## config.mk

```make
export PLATFORM = sky130hd
export DESIGN_NAME = flash_wstrobe_qual
export DESIGN_NICKNAME = d
export VERILOG_FILES = /design/src/rtl/wsq_pkg.sv /design/src/rtl/wsq_delay.sv /design/src/rtl/wsq_fsm.sv /design/src/rtl/flash_wstrobe_qual.sv
export SDC_FILE = /design/constraint.sdc
export NUM_CORES = 1
export LEC_CHECK = 0
export BUFFER_PORTS_ARGS = -buffer_cell sky130_fd_sc_hd__buf_4
export CAP_MARGIN = 25
export CELL_PAD_IN_SITES_DETAIL_PLACEMENT = 1
export CELL_PAD_IN_SITES_GLOBAL_PLACEMENT = 2
export CORE_UTILIZATION = 43
export DETAILED_ROUTE_END_ITERATION = 8
export PLACE_DENSITY_LB_ADDON = 0.08
export SYNTH_ARGS = -nofsm -noshare
export SYNTH_HDL_FRONTEND = slang
export SYNTH_SLANG_ARGS = --single-unit
```

## constraint.sdc

```tcl
create_clock -name clk -period 2.7 [get_ports clk]
set_input_delay 0.135 -clock clk [delete_from_list [all_inputs] [get_ports clk]]
set_output_delay 0.135 -clock clk [all_outputs]
set_load 0.05 [all_outputs]
```

## src/rtl/wsq_pkg.sv

```systemverilog
package wsq_pkg;
    typedef enum logic [1:0] {
        ST_IDLE    = 2'd0,
        ST_PULSE   = 2'd1,
        ST_BLOCKED = 2'd2
    } wsq_state_e;

    localparam int SYNC_STAGES = 2;
endpackage

```

## src/rtl/wsq_delay.sv

```systemverilog
// Multi-stage register chain; used both as the control synchronizer
// and as the matching bus delay.
module wsq_delay #(
    parameter int              W       = 1,
    parameter int              STAGES  = 2,
    parameter logic [W-1:0]    RST_VAL = '0
) (
    input  logic         clk,
    input  logic         rst_n,
    input  logic [W-1:0] d,
    output logic [W-1:0] q
);
    logic [W-1:0] stg [STAGES];

    always_ff @(posedge clk or negedge rst_n) begin
        if (!rst_n) begin
            for (int i = 0; i < STAGES; i++) stg[i] <= RST_VAL;
        end else begin
            stg[0] <= d;
            for (int i = 1; i < STAGES; i++) stg[i] <= stg[i-1];
        end
    end

    assign q = stg[STAGES-1];
endmodule

```

## src/rtl/wsq_fsm.sv

```systemverilog
module wsq_fsm
    import wsq_pkg::*;
#(
    parameter int AW        = 20,
    parameter int DW        = 16,
    parameter int MIN_PULSE = 2
) (
    input  logic          clk,
    input  logic          rst_n,
    input  logic          strobe,
    input  logic          allow,
    input  logic [AW-1:0] addr_d,
    input  logic [DW-1:0] data_d,
    output logic          wr_valid,
    output logic [AW-1:0] wr_addr,
    output logic [DW-1:0] wr_data,
    output wsq_state_e    state
);
    localparam int CW = $clog2(MIN_PULSE + 1);

    wsq_state_e    nxt;
    logic [CW-1:0] cnt, cnt_nxt;
    logic [AW-1:0] lat_addr;
    logic          open_w, accept;

    always_comb begin
        nxt     = state;
        cnt_nxt = cnt;
        open_w  = 1'b0;
        accept  = 1'b0;
        unique case (state)
            ST_IDLE: begin
                if (strobe) begin
                    cnt_nxt = CW'(1);
                    if (allow) begin
                        open_w = 1'b1;            // open
                        nxt    = ST_PULSE;
                    end else begin
                        nxt    = ST_BLOCKED;      // refuse
                    end
                end
            end
            ST_PULSE: begin
                if (!strobe) begin
                    accept = allow && (cnt >= CW'(MIN_PULSE)); // accept / drop
                    nxt    = ST_IDLE;
                end else if (!allow) begin
                    nxt    = ST_BLOCKED;          // cancel
                end else if (cnt < CW'(MIN_PULSE)) begin
                    cnt_nxt = cnt + CW'(1);
                end
            end
            ST_BLOCKED: begin
                if (!strobe) nxt = ST_IDLE;       // release
            end
            default: nxt = ST_IDLE;
        endcase
    end

    // state register
    always_ff @(posedge clk or negedge rst_n) begin
        if (!rst_n) begin
            state    <= ST_IDLE;
            cnt      <= '0;
            lat_addr <= '0;
        end else begin
            state <= nxt;
            cnt   <= cnt_nxt;
            if (open_w) lat_addr <= addr_d;
        end
    end

    // outputs
    always_ff @(posedge clk or negedge rst_n) begin
        if (!rst_n) begin
            wr_valid <= 1'b0;
            wr_addr  <= '0;
            wr_data  <= '0;
        end else begin
            wr_valid <= accept;
            if (accept) begin
                wr_addr <= lat_addr;
                wr_data <= data_d;
            end
        end
    end
endmodule

```

## src/rtl/flash_wstrobe_qual.sv

```systemverilog
module flash_wstrobe_qual
    import wsq_pkg::*;
#(
    parameter int AW        = 20,
    parameter int DW        = 16,
    parameter int MIN_PULSE = 2
) (
    input  logic          clk,
    input  logic          rst_n,
    input  logic          ce_n,
    input  logic          we_n,
    input  logic          oe_n,
    input  logic          power_good,
    input  logic [AW-1:0] addr,
    input  logic [DW-1:0] data,
    output logic          wr_valid,
    output logic [AW-1:0] wr_addr,
    output logic [DW-1:0] wr_data
);
    logic          ce_s, we_s, oe_s;
    logic [AW-1:0] addr_d;
    logic [DW-1:0] data_d;
    logic          strobe_s, allow_s;
    wsq_state_e    fsm_state;

    wsq_delay #(.W(3), .STAGES(SYNC_STAGES), .RST_VAL(3'b111)) u_ctrl_sync (
        .clk(clk), .rst_n(rst_n),
        .d({ce_n, we_n, oe_n}), .q({ce_s, we_s, oe_s})
    );

    wsq_delay #(.W(AW + DW), .STAGES(SYNC_STAGES), .RST_VAL('0)) u_bus_dly (
        .clk(clk), .rst_n(rst_n),
        .d({addr, data}), .q({addr_d, data_d})
    );

    assign strobe_s = !ce_s && !we_s;
    assign allow_s  = oe_s && power_good;

    wsq_fsm #(.AW(AW), .DW(DW), .MIN_PULSE(MIN_PULSE)) u_fsm (
        .clk(clk), .rst_n(rst_n),
        .strobe(strobe_s), .allow(allow_s),
        .addr_d(addr_d), .data_d(data_d),
        .wr_valid(wr_valid), .wr_addr(wr_addr), .wr_data(wr_data),
        .state(fsm_state)
    );
endmodule

```

==> flow_metrics.py <==
metrics = {
    "status": {
        "status": "finished clean",
    },
    "global_route": {
        "grt_overflow": 0,
        "grt_pass1_wl_um": 12400,
        "grt_pass1_vias": 2426,
        "antenna_found_initial": 0,
        "grt_max_degree": 77,
        "grt_use_total_pct": 16.7,
    },
    "timing": {
        "grt_setup_unrepaired": "no",
        "fmax_mhz": 530,
        "maxSlewHeadroom_pct": 61.8,
        "worstMarginPinSlew_ns": 0.573,
        "period_needed_ns": 1.89,
        "setup_tns_ns": 0,
        "setup_violations": 0,
        "timing.final.crit_share_pct": 69.9,
        "hold_viol_final": 0,
        "skew_ns": 0.0104,
        "whs_ns": 0.169,
        "slew_violations": 0,
    },
    "clocking": {
        "insertion_delay_ns": 0.52,
        "htreeDepth": 4,
        "postCtsSetupBuffers": 0,
        "numCtsBuffers": 17,
        "root_buffer": "clkbuf_8",
        "clk_pin_slew_ns": 0.06,
        "cts_tree": "yes",
        "clk_path_buf_depth": 2,
        "clock-sinks": 139,
        "cts_hold_buf": 41,
        "postCtsResizedCells": 0,
    },
    "cells_and_area": {
        "num_antenna_cells": 0,
        "fin_util_pct": 62.8,
        "layout-drive-gt1-share_pct": 48.1,
        "area_delta_synth_final_pct": 41.6,
        "multi_input_area_um2": 831,
        "final_nets": 396,
        "regArea_um2": 3490,
        "nFillCells": 884,
    },
    "logic_synthesis": {
        "async_flop_share_pct": 100,
        "ys_types": 20,
        "synth.most_common_cell": "dfrtp_1",
        "syn-cell-area_um2": 4360,
        "syn_inst": 217,
        "synth_top_area_share_pct": 76.4,
        "synth.top_cells.by_area": "dfrtp_1, mux2_2, mux2_4",
        "syn-num-nets": 260,
        "ys.flop_type": "dfrtp_1",
        "synth_largest_area_cell": "dfrtp_1",
        "yosys_register_bits": 139,
        "synth_edf_count": 0,
        "yosysWarnings": 0,
        "ys_seq_area_share_pct": 80.0,
        "avgSynthCellArea_um2": 20.1,
        "synth_common_cells": "dfrtp_1, mux2_2, mux2_4",
    },
    "floorplan": {
        "core_area_um2": 9820,
        "io_pins": 79,
        "chipWidth_um": 103,
        "die_h_um": 103,
        "rows": 36,
        "start_util_pct": 44.4,
        "die_area_um2": 10500,
    },
    "routing": {
        "wl_per_cell_um": 15.2,
        "viasPerCell": 4.52,
        "vias": 2253,
        "first_pass_iters": 4,
        "route.detailed.drc": 0,
        "ant_nets": 0,
        "drtIter0Drc": 36,
        "drt_wl_total_um": 7580,
    },
    "pwr": {
        "net-switching-power_mw": 1.08,
        "pwr-share-comb_pct": 7.6,
        "p_leak_nw": 3.03,
        "pwr_density_cell_nw_per_um2": 844,
        "worst_ir_drop_vdd_mv": 0.478,
        "p_seq_share_pct": 44.6,
        "p_int_mw": 4.13,
        "clock_power_share_pct": 47.8,
        "p_sw_share_pct": 20.7,
        "power_mw": 5.21,
    },
    "setup_path": {
        "critPathLaunchType": "register",
        "ff2ff_setup_slack_ns": 0.81,
        "crit_fanout": 20,
        "worstPathRequired_ns": 3.09,
        "crit_path_end_kind": "register",
        "worstPathArrival_ns": 2.28,
        "critPathKind": "reg -> reg",
    },
    "min_path": {
        "hold_class": "in -> async",
    },
    "flow_run": {
        "max_cap_violations": 0,
    },
    "place": {
        "io_buffers": 78,
        "gp_congestion": 0.659,
        "dpl.hpwl_um": 4300,
    },
}
==> cell families (layout without fill, tap and decap cells) <==
| family | Yosys count | after routing | share of synthesized area [%] |
|---|---|---|---|
| buffers and inverters | 6 | 155 | 0.947 |
| AOI/OAI and AO/OA | 4 | 4 | 0.804 |
| DFF | 139 | 139 | 80.0 |
| adders and majority gates | 1 | 1 | 0.287 |
| and+or+nand+nor | 11 | 11 | 1.78 |
| muxes | 56 | 56 | 16.2 |
==> final timing paths <==
| kind | from | endpoint | cells past startpoint |
|---|---|---|---|
| min in group clk | data[0] | u_bus_dly.stg[36] | 2 |
| max in group asynchronous | rst_n | u_fsm.wr_addr[13] | 3 |
| max reg2reg | u_fsm.state[1] | u_fsm.lat_addr[14] | 3 |
| min | rst_n | u_bus_dly.q[3] | 2 |
| max | u_fsm.state[1] | u_fsm.lat_addr[14] | 3 |
| min reg2reg | u_bus_dly.stg[51] | u_bus_dly.q[15] | 0 |
==> through the flow <==
stage / instances / setup slack [ns] / instance area [µm²]
final: 499 / 0.814 / 6170
after floorplan: 217 / 0.955 / 4360
after CTS: 499 / 0.800 / 6170
after detailed placement: 426 / 0.815 / 5110
after global placement: 426 / 0.852 / 5110
after global routing: 499 / 0.757 / 6170
==> routing by layer <==
metal	up-vias	GRT usage [%]	share of wire [%]
met3	10	6.37	4.5
met5	-	0	0
met2	53	25.2	50
li1	1013	-	-
met4	0	8.90	1.8
met1	1177	20.9	44
==> layout by cell type (no fill, tap or decap), drive strengths merged, types with 2 or more instances in the layout <==
cell,n
clkbuf,21
nor3,3
buf,81
bufinv,5
dfstp,6
mux2,56
clkinv,2
nor2,2
clkinvlp,4
dfrtp,133
or3,2
dlygate4sd3,41
nand2,2
==> critical path, cell delays in order, from the launching register on <==
cell,delay [ns]
dfrtp_1,0.43
or3_4,0.44
or3_4,0.54
mux2_4,0.36
==> registers in the layout, summed over array words and instances, names as in the netlist <==
| register | count |
|---|---|
| u_bus_dly.q | 36 |
| u_bus_dly.stg | 36 |
| u_ctrl_sync.q | 3 |
| u_ctrl_sync.stg | 3 |
| u_fsm.cnt | 2 |
| u_fsm.lat_addr | 20 |
| u_fsm.state | 2 |
| u_fsm.wr_addr | 20 |
| u_fsm.wr_data | 16 |
| u_fsm.wr_valid | 1 |
==> power groups by stage <==
stage,clock (mW),sequential [mW],combinational [mW]
finish,2.49,2.32,0.396
global route,2.65,2.34,0.429
CTS,2.54,2.33,0.403
detailed placement,0,2.36,0.352
global placement,0,2.35,0.342
floorplan,0,2.40,0.142
==> layout make-up <==
cell class / count / area share (%)
Inverter: 1 / 0.0608
Clock inverter: 11 / 3.08
Tap cell: 133 / 2.70
Multi-Input combinational cell: 72 / 13.5
Sequential cell: 139 / 56.5
Timing Repair Buffer: 122 / 16.8
Clock buffer: 21 / 7.44
(Power assumes the default switching activity.)
